### config.mk
export PLATFORM = sky130hd
export DESIGN_NAME = ramc_err_regs
export DESIGN_NICKNAME = d
export VERILOG_FILES = /design/src/rtl/ramc_pkg.sv /design/src/rtl/ramc_bus_fsm.sv /design/src/rtl/ramc_irq_core.sv /design/src/rtl/ramc_err_regs.sv
export SDC_FILE = /design/constraint.sdc
export NUM_CORES = 1
export LEC_CHECK = 0
export BUFFER_PORTS_ARGS = -buffer_cell sky130_fd_sc_hd__buf_2
export CELL_PAD_IN_SITES_DETAIL_PLACEMENT = 1
export CELL_PAD_IN_SITES_GLOBAL_PLACEMENT = 1
export CORE_MARGIN = 2
export CORE_UTILIZATION = 35
export CTS_CLUSTER_DIAMETER = 40
export DETAILED_ROUTE_END_ITERATION = 8
export PLACE_DENSITY_LB_ADDON = 0.1
export SYNTH_ARGS = -nofsm -noshare
export SYNTH_HDL_FRONTEND = slang
export SYNTH_HIERARCHICAL = 1
export SYNTH_SLANG_ARGS = --single-unit
### constraint.sdc
create_clock -name clk -period 3.65 [get_ports clk]
set_clock_uncertainty 0.1 [all_clocks]
set_input_delay 0.1825 -clock clk [delete_from_list [all_inputs] [get_ports clk]]
set_output_delay 0.1825 -clock clk [all_outputs]
set_load 0.03 [all_outputs]
### src/rtl/ramc_pkg.sv
package ramc_pkg;
    localparam int unsigned DATA_W = 32;
    localparam int unsigned STRB_W = DATA_W / 8;

    localparam logic [7:0] OFS_ERRCTL  = 8'h00;
    localparam logic [7:0] OFS_STATUS  = 8'h04;
    localparam logic [7:0] OFS_MASK    = 8'h08;
    localparam logic [7:0] OFS_ENABLE  = 8'h0C;
    localparam logic [7:0] OFS_DISABLE = 8'h10;
    localparam logic [7:0] OFS_IMPL    = 8'h14;

    typedef enum logic {ST_IDLE, ST_RESP} bus_state_e;

    function automatic logic [3:0] size_code(input int unsigned kib);
        case (kib)
            64:      return 4'd0;
            128:     return 4'd1;
            256:     return 4'd2;
            512:     return 4'd3;
            1024:    return 4'd4;
            default: return 4'hF;
        endcase
    endfunction
endpackage

### src/rtl/ramc_bus_fsm.sv
module ramc_bus_fsm
    import ramc_pkg::*;
#(
    parameter int unsigned ADDR_W = 8
) (
    input  logic              clk,
    input  logic              rst_n,
    input  logic              valid,
    input  logic              write,
    input  logic [ADDR_W-1:0] addr,
    input  logic [STRB_W-1:0] strb,
    output logic              wr_errctl,
    output logic              wr_status,
    output logic              wr_enable,
    output logic              wr_disable,
    output logic              rd_accept,
    output logic              full_word,
    output logic              rvalid
);
    bus_state_e state_q, state_d;
    logic       wr_ok;

    assign full_word = &strb;
    assign wr_ok     = valid && write && full_word;
    assign rd_accept = valid && !write;

    // Write strobes: only full-word writes to a mapped writable offset
    assign wr_errctl  = wr_ok && (addr == ADDR_W'(OFS_ERRCTL));
    assign wr_status  = wr_ok && (addr == ADDR_W'(OFS_STATUS));
    assign wr_enable  = wr_ok && (addr == ADDR_W'(OFS_ENABLE));
    assign wr_disable = wr_ok && (addr == ADDR_W'(OFS_DISABLE));

    always_comb begin
        state_d = state_q;
        unique case (state_q)
            ST_IDLE: if (rd_accept) state_d = ST_RESP;
            ST_RESP: state_d = rd_accept ? ST_RESP : ST_IDLE;
            default: state_d = ST_IDLE;
        endcase
    end

    always_ff @(posedge clk) begin
        if (!rst_n) state_q <= ST_IDLE;
        else        state_q <= state_d;
    end

    always_comb begin
        rvalid = 1'b0;
        unique case (state_q)
            ST_IDLE: rvalid = 1'b0;
            ST_RESP: rvalid = 1'b1;
            default: rvalid = 1'b0;
        endcase
    end
endmodule

### src/rtl/ramc_irq_core.sv
module ramc_irq_core #(
    parameter int unsigned NUM_EVT = 11
) (
    input  logic               clk,
    input  logic               rst_n,
    input  logic [NUM_EVT-1:0] evt,
    input  logic               wr_status,
    input  logic               wr_enable,
    input  logic               wr_disable,
    input  logic [NUM_EVT-1:0] wdata,
    output logic [NUM_EVT-1:0] status,
    output logic [NUM_EVT-1:0] mask,
    output logic               irq
);
    logic [NUM_EVT-1:0] clr_bits;

    assign clr_bits = wr_status ? wdata : '0;

    always_ff @(posedge clk) begin
        if (!rst_n) begin
            status <= '0;
            mask   <= '1;
        end else begin
            // set has priority over write-1-to-clear
            status <= (status & ~clr_bits) | evt;
            if (wr_enable)       mask <= mask & ~wdata;
            else if (wr_disable) mask <= mask | wdata;
        end
    end

    assign irq = |(status & ~mask);
endmodule

### src/rtl/ramc_err_regs.sv
module ramc_err_regs
    import ramc_pkg::*;
#(
    parameter int unsigned NUM_EVT  = 11,
    parameter int unsigned ADDR_W   = 8,
    parameter int unsigned RAM_KIB  = 1024,
    parameter int unsigned ERRCTL_W = 4
) (
    input  logic                clk,
    input  logic                rst_n,
    input  logic                bus_valid,
    input  logic                bus_write,
    input  logic [ADDR_W-1:0]   bus_addr,
    input  logic [DATA_W-1:0]   bus_wdata,
    input  logic [STRB_W-1:0]   bus_strb,
    output logic [DATA_W-1:0]   bus_rdata,
    output logic                bus_rvalid,
    input  logic [NUM_EVT-1:0]  evt_i,
    output logic                irq_o
);
    localparam logic [3:0] SIZE_CODE = size_code(RAM_KIB);

    generate
        if (SIZE_CODE == 4'hF) begin : g_bad_size
            $error("unsupported RAM size");
        end
    endgenerate

    logic               wr_errctl, wr_status, wr_enable, wr_disable;
    logic               rd_accept, full_word;
    logic [NUM_EVT-1:0] status_q, mask_q;
    logic [ERRCTL_W-1:0] errctl_q;
    logic [DATA_W-1:0]  rd_mux;
    logic               unused_wdata;

    assign unused_wdata = ^bus_wdata[DATA_W-1:NUM_EVT];

    ramc_bus_fsm #(.ADDR_W(ADDR_W)) u_fsm (
        .clk(clk), .rst_n(rst_n), .valid(bus_valid), .write(bus_write),
        .addr(bus_addr), .strb(bus_strb),
        .wr_errctl(wr_errctl), .wr_status(wr_status),
        .wr_enable(wr_enable), .wr_disable(wr_disable),
        .rd_accept(rd_accept), .full_word(full_word), .rvalid(bus_rvalid)
    );

    ramc_irq_core #(.NUM_EVT(NUM_EVT)) u_irq (
        .clk(clk), .rst_n(rst_n), .evt(evt_i),
        .wr_status(wr_status), .wr_enable(wr_enable), .wr_disable(wr_disable),
        .wdata(bus_wdata[NUM_EVT-1:0]),
        .status(status_q), .mask(mask_q), .irq(irq_o)
    );

    always_ff @(posedge clk) begin
        if (!rst_n)         errctl_q <= '1;
        else if (wr_errctl) errctl_q <= bus_wdata[ERRCTL_W-1:0];
    end

    always_comb begin
        rd_mux = '0;
        if (full_word) begin
            case (bus_addr)
                ADDR_W'(OFS_ERRCTL): rd_mux = DATA_W'(errctl_q);
                ADDR_W'(OFS_STATUS): rd_mux = DATA_W'(status_q);
                ADDR_W'(OFS_MASK):   rd_mux = DATA_W'(mask_q);
                ADDR_W'(OFS_IMPL):   rd_mux = DATA_W'(SIZE_CODE);
                default:             rd_mux = '0;
            endcase
        end
    end

    always_ff @(posedge clk) begin
        if (!rst_n)         bus_rdata <= '0;
        else if (rd_accept) bus_rdata <= rd_mux;
    end
endmodule

==> impl_summary.log <==
[metrics] status: finished clean
[metrics] path category of the worst min-delay check: in2reg
[metrics] proportion of power drawn by combinational gates: 0.113
[metrics] Leakage: 0.960 nW
[metrics] vias in the first global route: 1,601
[metrics] switching power: 0.206 mW
[metrics] TritonCTS Sinks: 38
[metrics] switching fraction of total power: 0.261
[metrics] Post-Synthesis Mean Instance Area: 8.57 um^2
[metrics] element type at the critical path end: register
[metrics] initial cell density of the core: 0.358
[metrics] cells taking the most area after synthesis: sky130_fd_sc_hd__dfxtp_1 (39%), sky130_fd_sc_hd__buf_4 (8.1%), sky130_fd_sc_hd__nor2b_1 (7.1%)
[metrics] part of the cycle the worst path needs: 0.500
[metrics] commonest cells after routing, fill and taps aside: sky130_fd_sc_hd__buf_2 (50), sky130_fd_sc_hd__dfxtp_1 (38), sky130_fd_sc_hd__nand2_1 (28)
[metrics] clock network fraction of total power: 0.341
[metrics] net count of the finished layout: 337
[metrics] DR iter-0 viols: 33
[metrics] Syn Inst Count: 227
[metrics] pwr/cell area: 349 nW/um^2
[metrics] fraction of layout cells with a size suffix above 1: 0.259
[metrics] DR DRC count: 0
[metrics] max_slew headroom: 0.418
[metrics] std cell rows: 27
[metrics] Antenna Nets Post-Route: 0
[metrics] register-to-register setup slack: 2.66 ns
[metrics] post-route minimum period: 1.82 ns
[metrics] maximum number of pins on one net before global-route repair: 34
[metrics] critical path class: in2reg
[metrics] maximum VDD drop: 168 uV
[metrics] number of antenna violations at the first check in global routing: 0
[metrics] global-route usage over all layers: 0.173
[metrics] wire length of the first global-routing pass: 8190 um
[metrics] area fraction of the dominant cell type after synthesis: 0.391
[metrics] overflow left after global routing: 0
[metrics] clock buffers created by TritonCTS: 5
[metrics] Design Power: 0.790 mW
[metrics] CP peak stage delay: 0.74 ns
[metrics] summed negative setup slack over all endpoints: 0 ns
[metrics] crit path max fanout: 11
[metrics] vias after detailed routing: 1,698
[metrics] max-cap violation count: 0
[metrics] leading cell type in the layout, fill and taps excluded: sky130_fd_sc_hd__buf_2
[metrics] GP Congestion: 0.681
[metrics] fmax: 548 MHz
[metrics] largest delay contributor family on the critical path: simple AND/OR/NAND/NOR gates
[metrics] required time at the worst-slack endpoint: 3.77 ns
[metrics] Initial DRT Pass Iterations: 4
[metrics] H-tree depth reported by CTS: 2
[metrics] category of the worst setup path launch point: input port
[metrics] count of distinct cell types in the synthesized netlist: 40
[metrics] slew of the pin with the lowest slew margin: 0.867 ns
[metrics] horizontal extent of the die: 78.6 um
[metrics] Internal: 0.583 mW
[metrics] cell area after synthesis: 1950 um^2
[metrics] standard cell with the maximum stage delay on the critical path: sky130_fd_sc_hd__nor4_4
[metrics] Inserted Diodes: 0
[metrics] height of the chip: 78.6 um
[metrics] worst-skew pair later-pin latency: 0.28 ns
[metrics] Worst EP arrival: 1.94 ns
[metrics] Die Area: 6170 um^2
[metrics] cell-by-cell listing of the critical path: buf_2 -> or4_4 -> nor4_4 -> a22oi_1 -> o21ai_1
[metrics] area growth from synthesis to final layout: 16.2%
[metrics] average via count per standard cell: 4.85
[metrics] post-CTS resize count: 0
[metrics] biggest area consumer among synthesized cells: sky130_fd_sc_hd__dfxtp_1
[metrics] sequential element share of the synthesized area: 0.391
[metrics] total placed cells including tap cells: 343
[metrics] count of port buffers added during placement: 50
[metrics] setup repair after global routing missed its margin: no
[metrics] Final Setup Violations: 0
[metrics] final std cells w/o fill: 350
[metrics] clock-pin slew on the worst setup and hold paths: 0.07 ns
[metrics] Detail Placement HPWL: 3640 um
[metrics] CORE AREA: 5440 um^2
[metrics] number of buffers and inverters on the critical path: 1
[metrics] deepest clock path buffer count: 2
[metrics] sequential share of power: 0.546
[metrics] CTS Root Cell: sky130_fd_sc_hd__clkbuf_8
[metrics] final hold violations: 0
[metrics] share of the core filled with cells in the final layout: 0.416
[metrics] overall routed net length: 5100 um
[metrics] number of setup buffers added after CTS: 0
[metrics] CTS tree: yes
[metrics] number of synthesized register bits: 38
[metrics] number of max-slew violations in the final report: 0
[metrics] number of synthesis warnings: 6
[metrics] routed len/inst: 14.6 um
[metrics] number of buffers inserted for hold repair after clock tree synthesis: 0
[metrics] top-level I/O count: 93
## power by group through the flow
stage	logic, mW	registers, mW	clock network, mW
final	0.0891	0.431	0.270
after global placement	0.0875	0.440	0
after global routing	0.0977	0.432	0.301
after detailed placement	0.0891	0.440	0
after floorplan	0.0708	0.439	0
after CTS	0.0893	0.431	0.279
## per-stage QoR
step                instance area [um^2]  hold WS [ns]  setup WS [ns]
global placement                    2180         0.307           1.53
detailed placement                  2180         0.317           1.52
CTS                                 2260        0.0171           1.82
global route                        2260        0.0140           1.69
finish                              2260        0.0241           1.83
floorplan                           2020         0.204           1.98
## layout make-up
| type | instances | area (um^2) |
|---|---|---|
| fill | 695 | 3180 |
| multi-input combinational | 173 | 1030 |
| sequential | 38 | 761 |
| timing repair buffer | 54 | 280 |
| tap | 72 | 90.1 |
| clock buffer | 7 | 76.3 |
| inverter | 6 | 22.5 |
## Yosys cell counts (all sizes together)
cell,n
nand2,28
a221oi,3
and3b,1
or2b,1
and2b,1
buf,25
a22oi,7
dfxtp,38
a2111oi,2
nor2b,22
nand3,1
and3,1
nor3,1
conb,1
o21ai,22
nor4bb,1
mux2i,5
or4b,2
nor2,1
clkbuf,5
a222oi,1
and2,12
or4bb,1
a21oi,26
or4,4
inv,6
nor4b,1
nor4,5
a31oi,1
o211ai,1
nand4,1
## tightest hold or removal path: stages
cell                      delay (ns)
sky130_fd_sc_hd__buf_2          0.07
sky130_fd_sc_hd__a21oi_1        0.03
sky130_fd_sc_hd__nor2b_1        0.09
## final timing paths
kind,start,end,depth (start not counted)
worst min register to register,bus_rdata[5]$_SDFFE_PN0P_,bus_rdata[5]$_SDFFE_PN0P_,2
worst max-delay path,bus_addr[5],bus_rdata[8]$_SDFFE_PN0P_,5
worst max register to register,bus_rdata[0]$_SDFFE_PN0P_,bus_rdata[0]$_SDFFE_PN0P_,3
worst min-delay path,evt_i[7],u_irq/status[7]$_SDFF_PN0_,3
## logic make-up after synthesis
group	count (synthesis)	synth area share
buf+inv	36	0.121
other cells	1	0.00193
flops	38	0.391
simple gates	84	0.266
compound gates	63	0.195
mux	5	0.0257
## per-layer routing
| metal | global-route usage | share of wire | up-vias |
|---|---|---|---|
| met4 | 0.0368 | 0.0074 | 0 |
| li1 | - | - | 855 |
| met2 | 0.278 | 0.47 | 40 |
| met5 | 0 | 0 | - |
| met1 | 0.231 | 0.48 | 799 |
| met3 | 0.0471 | 0.043 | 4 |
No activity file was read; power rests on OpenSTA's default activity.
